--- config.mk ---
export PLATFORM = sky130hd
export DESIGN_NAME = tick_timer_bank
export DESIGN_NICKNAME = d
export VERILOG_FILES = /design/src/rtl/tmr_pkg.sv /design/src/rtl/tmr_channel.sv /design/src/rtl/tmr_stamp.sv /design/src/rtl/tick_timer_bank.sv
export SDC_FILE = /design/constraint.sdc
export NUM_CORES = 1
export LEC_CHECK = 0
export ABC_AREA = 1
export BUFFER_PORTS_ARGS = -buffer_cell sky130_fd_sc_hd__buf_2
export CORE_ASPECT_RATIO = 1.5
export CORE_MARGIN = 1
export CORE_UTILIZATION = 45
export DETAILED_ROUTE_END_ITERATION = 8
export PLACE_DENSITY = 0.64
export SLEW_MARGIN = 10
export SYNTH_ARGS = -nofsm -noshare
export SYNTH_HDL_FRONTEND = slang
export SYNTH_SLANG_ARGS = --single-unit
--- constraint.sdc ---
create_clock -name clk -period 1.7 [get_ports clk]
set_input_delay 0 -clock clk [delete_from_list [all_inputs] [get_ports clk]]
set_output_delay 0 -clock clk [all_outputs]
set_load 0.02 [all_outputs]
--- src/rtl/tmr_pkg.sv ---
package tmr_pkg;
  localparam int NCH        = 3;
  localparam int OFF_LOAD   = 'h0;
  localparam int OFF_VALUE  = 'h4;
  localparam int OFF_CTRL   = 'h8;
  localparam int OFF_CLR    = 'hC;
  localparam int STAMP_LO   = 'h60;
  localparam int STAMP_HI   = 'h64;
  localparam int BIT_RUN    = 7;
  localparam int BIT_PER    = 6;
  localparam int BIT_FAST   = 3;
  localparam int BIT_ST_EN  = 8;

  function automatic int chan_base(int i);
    case (i)
      0:       return 'h00;
      1:       return 'h20;
      default: return 'h80;
    endcase
  endfunction

  function automatic int chan_width(int i);
    return (i == NCH - 1) ? 32 : 16;
  endfunction
endpackage

--- src/rtl/tmr_channel.sv ---
module tmr_channel
  import tmr_pkg::*;
#(
  parameter int W      = 16,
  parameter int DATA_W = 32
) (
  input  logic              clk,
  input  logic              rst,
  input  logic              tick_slow,
  input  logic              tick_fast,
  input  logic              wr_load,
  input  logic              wr_ctrl,
  input  logic              wr_clr,
  input  logic [DATA_W-1:0] wdata,
  output logic [W-1:0]      value,
  output logic [W-1:0]      load_q,
  output logic              run,
  output logic              periodic,
  output logic              fast_sel,
  output logic              irq
);
  logic step;
  logic uf;
  logic unused_wd;

  assign unused_wd = ^wdata;
  assign step      = run && (fast_sel ? tick_fast : tick_slow);
  // a load write in the same cycle suppresses the underflow
  assign uf        = step && (value == '0) && !wr_load;

  always_ff @(posedge clk) begin
    if (rst) begin
      value    <= '0;
      load_q   <= '0;
      run      <= 1'b0;
      periodic <= 1'b0;
      fast_sel <= 1'b0;
      irq      <= 1'b0;
    end else begin
      if (wr_ctrl) begin
        run      <= wdata[BIT_RUN];
        periodic <= wdata[BIT_PER];
        fast_sel <= wdata[BIT_FAST];
      end
      if (wr_load) begin
        load_q <= wdata[W-1:0];
        value  <= wdata[W-1:0];
      end else if (step) begin
        if (value == '0) value <= periodic ? load_q : '1;
        else             value <= value - 1'b1;
      end
      if (wr_clr)  irq <= 1'b0;
      else if (uf) irq <= 1'b1;
    end
  end
endmodule

--- src/rtl/tmr_stamp.sv ---
module tmr_stamp #(
  parameter int W = 40
) (
  input  logic         clk,
  input  logic         rst,
  input  logic         tick,
  input  logic         wr_ctl,
  input  logic         en_in,
  output logic [W-1:0] cnt,
  output logic         en
);
  always_ff @(posedge clk) begin
    if (rst) begin
      cnt <= '0;
      en  <= 1'b0;
    end else begin
      if (wr_ctl) en <= en_in;
      if (wr_ctl && !en_in)  cnt <= '0;
      else if (en && tick)   cnt <= cnt + 1'b1;
    end
  end
endmodule

--- src/rtl/tick_timer_bank.sv ---
module tick_timer_bank
  import tmr_pkg::*;
#(
  parameter int ADDR_W  = 8,
  parameter int DATA_W  = 32,
  parameter int STAMP_W = 40
) (
  input  logic              clk,
  input  logic              rst,
  input  logic              tick_slow,
  input  logic              tick_fast,
  input  logic              tick_stamp,
  input  logic [ADDR_W-1:0] bus_addr,
  input  logic              bus_wr,
  input  logic [DATA_W-1:0] bus_wdata,
  output logic [DATA_W-1:0] bus_rdata,
  output logic [NCH-1:0]    irq
);
  logic [NCH-1:0][DATA_W-1:0] ch_val;
  logic [NCH-1:0][DATA_W-1:0] ch_load;
  logic [NCH-1:0][DATA_W-1:0] ch_ctrl;
  logic [NCH-1:0]             ch_en;
  logic [STAMP_W-1:0]         stamp_cnt;
  logic                       stamp_en;
  logic [DATA_W-1:0]          rd_next;

  for (genvar i = 0; i < NCH; i++) begin : g_ch
    localparam int CW = chan_width(i);
    localparam logic [ADDR_W-1:0] A_LOAD = ADDR_W'(chan_base(i) + OFF_LOAD);
    localparam logic [ADDR_W-1:0] A_CTRL = ADDR_W'(chan_base(i) + OFF_CTRL);
    localparam logic [ADDR_W-1:0] A_CLR  = ADDR_W'(chan_base(i) + OFF_CLR);
    logic [CW-1:0] val;
    logic [CW-1:0] ld;
    logic          per;
    logic          fsel;

    tmr_channel #(.W(CW), .DATA_W(DATA_W)) u_chan (
      .clk      (clk),
      .rst      (rst),
      .tick_slow(tick_slow),
      .tick_fast(tick_fast),
      .wr_load  (bus_wr && bus_addr == A_LOAD),
      .wr_ctrl  (bus_wr && bus_addr == A_CTRL),
      .wr_clr   (bus_wr && bus_addr == A_CLR),
      .wdata    (bus_wdata),
      .value    (val),
      .load_q   (ld),
      .run      (ch_en[i]),
      .periodic (per),
      .fast_sel (fsel),
      .irq      (irq[i])
    );

    assign ch_val[i]  = DATA_W'(val);
    assign ch_load[i] = DATA_W'(ld);
    // readback layout: run bit 7, periodic bit 6, fast select bit 3
    assign ch_ctrl[i] = DATA_W'({ch_en[i], per, 2'b00, fsel, 3'b000});
  end

  tmr_stamp #(.W(STAMP_W)) u_stamp (
    .clk   (clk),
    .rst   (rst),
    .tick  (tick_stamp),
    .wr_ctl(bus_wr && bus_addr == ADDR_W'(STAMP_HI)),
    .en_in (bus_wdata[BIT_ST_EN]),
    .cnt   (stamp_cnt),
    .en    (stamp_en)
  );

  always_comb begin
    rd_next = '0;
    for (int i = 0; i < NCH; i++) begin
      if (bus_addr == ADDR_W'(chan_base(i) + OFF_LOAD))  rd_next = ch_load[i];
      if (bus_addr == ADDR_W'(chan_base(i) + OFF_VALUE)) rd_next = ch_val[i];
      if (bus_addr == ADDR_W'(chan_base(i) + OFF_CTRL))  rd_next = ch_ctrl[i];
    end
    if (bus_addr == ADDR_W'(STAMP_LO)) rd_next = stamp_cnt[DATA_W-1:0];
    if (bus_addr == ADDR_W'(STAMP_HI)) rd_next = DATA_W'({stamp_en, stamp_cnt[STAMP_W-1:DATA_W]});
  end

  always_ff @(posedge clk) begin
    if (rst) bus_rdata <= '0;
    else     bus_rdata <= rd_next;
  end
endmodule

==> results.yml <==
floorplanning:
  die_w_um: 138
  dieArea_mm2: 0.0284
  fp.dieH_um: 206
  num_rows: 74
  start_util_pct: 45.9
  io_pins: 81
  coreArea_mm2: 0.0272
critical_path:
  endpoint: "g_ch[2].u_chan.value[7]"
  cpMostUsedCell: "nor2_4"
  r2r-end: "g_ch[2].u_chan.value[7]"
  cp_cell_sequence: "inv_2 -> ha_4 -> inv_4 -> nor2_4 -> nand4_1 -> nor2_2 -> nand3_4 -> nor2_4 -> buf_6 -> nand2_2 -> a21oi_2 -> nor2_1"
  r2r_cells: 12
  worst-path-stages: 12
  path_class: "reg -> reg"
  r2r-start: "g_ch[2].u_chan.value[1]"
  path_max_fanout: 5
  crit_required_ns: 2.11
  path_buf_inv: 3
  r2r_slack_ns: -0.02
  startpoint_type: "flip-flop"
  end_kind: "flip-flop"
  timing.critical_path.from: "g_ch[2].u_chan.value[1]"
  cp.arrival_ns: 2.13
  cpPeakStageDelay_ns: 0.32
  slowest_stage: "dfxtp_2"
  path_delay_family: "simple AND/OR/NAND/NOR gates"
place:
  dp_cells: 2576
  post-place-ws_ns: -0.218
  gp_congestion: 0.980
  numPortBuffers: 80
  dpl.hpwl_um: 38300
sta:
  tightest_slew_ns: 0.652
  whs_ns: 0.0871
  fmax_mhz: 581
  finalClockSkew_ns: 0.0303
  setup_ws_ns: -0.0222
  relSlewSlack_pct: 56.5
  slew_violations: 0
  setup_violations: 4
  period_minus_slack_ns: 1.72
  finalCritPeriodShare_pct: 101
  rsz0062_at_grt: "yes"
  hold_violations: 0
  finalSetupTns_ns: -0.0625
power_and_ir_drop:
  vdd_drop_max_mv: 1.30
  power.density_mw_per_mm2: 677
  p_leak_uw: 0.00764
global_route:
  grt_pass1_vias: 14200
  grt_use_total_pct: 34.6
  antenna_found_initial: 0
  overflow: 0
  grt_pass1_wl_um: 76000
  grt_max_degree: 117
logic_synthesis:
  syn_nets: 2047
  yosys-top-cells-count: "nand2_1, nor2_1, inv_1"
  synth_area_leaders: "dfxtp_1, nand2_1, nor2_1"
  ys_seq_area_share_pct: 34.2
  synth-main-ff-cell: "dfxtp_1"
  synth.most_common_cell: "nand2_1"
  synthArstFlopShare_pct: 0
  syn_area_per_cell_um2: 6.26
  yosys.area.top_type: "dfxtp_1"
  synth-edff-count: 0
  netlist_instances: 1994
  synth_top_area_share_pct: 34.2
  ys_warn_count: 0
  syn_area_mm2: 0.0125
  ys_ff_latch: 213
  yosysUniqueCellTypes: 43
routing:
  wl_um: 50600
  vias: 14600
  drc: 0
  avgViaCountPerCell: 5.46
  wl_per_cell_um: 18.9
  dr.pass1.iters: 5
  drt_iter0_drc: 954
  antenna_left: 0
clocking:
  cts_buffers: 24
  clk_path_buf_depth: 3
  clk_pin_slew_ns: 0.06
  clock-sinks: 213
  cts_tree: "built"
  clk_latency_ns: 0.56
  cts_max_level: 1
  cts_root_buffer: "clkbuf_16"
cells_and_area:
  final_cells: 2672
  nNetsFinal: 2365
  area_growth_pct: 36.1
  antenna_cells: 0
  fin_util_pct: 62.4
  drive_gt1_share_pct: 26.1
worst_hold_path:
  hold_depth: 5
  hold_class: "in -> reg"
run_status:
  outcome: "complete, but fails checks"
  violations: "setup timing"
run:
  maxCapViolations: 0
## logic make-up (layout without fill, tap and decap cells)
kind of cell             Yosys count  in the layout  synth area share [%]
AND/OR/NAND/NOR                 1032           1033                  35.2
AO/OA/AOI/OAI                    373            373                  16.2
XOR/XNOR                          49             49                  3.44
buffers and inverters            320            655                  10.3
flip-flops                       213            213                  34.2
adder cells (fa/ha/maj)            7              7                 0.701
## how the worst min path moves through the flow
stage          slack (ns)           from                         to
3_5_place_dp         0.28  bus_wdata[17]  g_ch[2].u_chan.load_q[17]
4_1_cts              0.06    bus_addr[4]         g_ch[2].u_chan.irq
2_1_floorplan        0.15   bus_wdata[3]    g_ch[0].u_chan.fast_sel
5_1_grt              0.09    bus_addr[4]         g_ch[2].u_chan.irq
6_report             0.09    bus_addr[4]         g_ch[2].u_chan.irq
3_3_place_gp         0.27  bus_wdata[29]  g_ch[2].u_chan.load_q[29]
## registers in the layout, indices dropped and copies added (netlist names)
signal	count
g_ch.u_chan.load_q	64
g_ch.u_chan.value	64
u_stamp.cnt	40
bus_rdata	32
g_ch.u_chan.fast_sel	3
g_ch.u_chan.irq	3
g_ch.u_chan.periodic	3
g_ch.u_chan.run	3
u_stamp.en	1
## layout by cell type, fill, tap and decap left out, types with 31 or more instances in the layout
master	instances
buf_2	79
nand3_1	89
nand4_1	33
buf_4	223
dfxtp_1	195
inv_1	225
nor2_2	56
nor2_1	202
nand2_2	40
nor2_4	31
nand2_1	506
dlygate4sd3_1	37
o21ai_0	114
xor2_1	45
a21oi_1	166
## final cells by class
cell class | instances | area, µm²
clock buffers | 33 | 694
flip-flops and latches | 213 | 4290
clock inverters | 11 | 169
fillers | 2648 | 10200
multi-input cells | 1462 | 7630
repair buffers | 363 | 2840
inverters | 248 | 945
well taps | 342 | 428
## through the flow
step,total power [µW],cell area (µm²)
6_report,11500,17000
5_1_grt,11800,17000
4_1_cts,11500,16300
3_5_place_dp,5750,14900
3_3_place_gp,5750,14900
2_1_floorplan,5440,12500
## timing repair
item                       CTS  global route
hold buffers                37             0
setup endpoints to repair   51            95
gates resized for setup     61           188
hold endpoints to repair   163             0
buffers inserted             1            13
pin swaps                    8            35
gates cloned                 0             1
## power breakdown
part           switching, µW  internal, µW  total [µW]
Sequential              7.58          4990        5000
Combinational            470           314         784
Clock                   2260          3460        5720
Total                   2730          8770       11500
## worst reg2reg max path: cells and delay by family, from the launching register on
| family | cells | cell delay [ns] |
|---|---|---|
| buf+inv | 3 | 0.28 |
| simple gates | 7 | 0.72 |
| flops | 1 | 0.32 |
| compound gates | 1 | 0.11 |
| fa+ha+maj | 1 | 0.15 |
## layer usage
metal  part of all wire, %  global-route usage, %  up-vias  wire, µm
met5                     0                      0        -         0
met4                   9.8                   32.1        0      4940
met3                   5.2                   4.01      226      2610
met2                    50                   62.9      552     25300
met1                    35                   34.6     6758     17800
li1                      -                      -     7057         -
(Power assumes the default switching activity.)
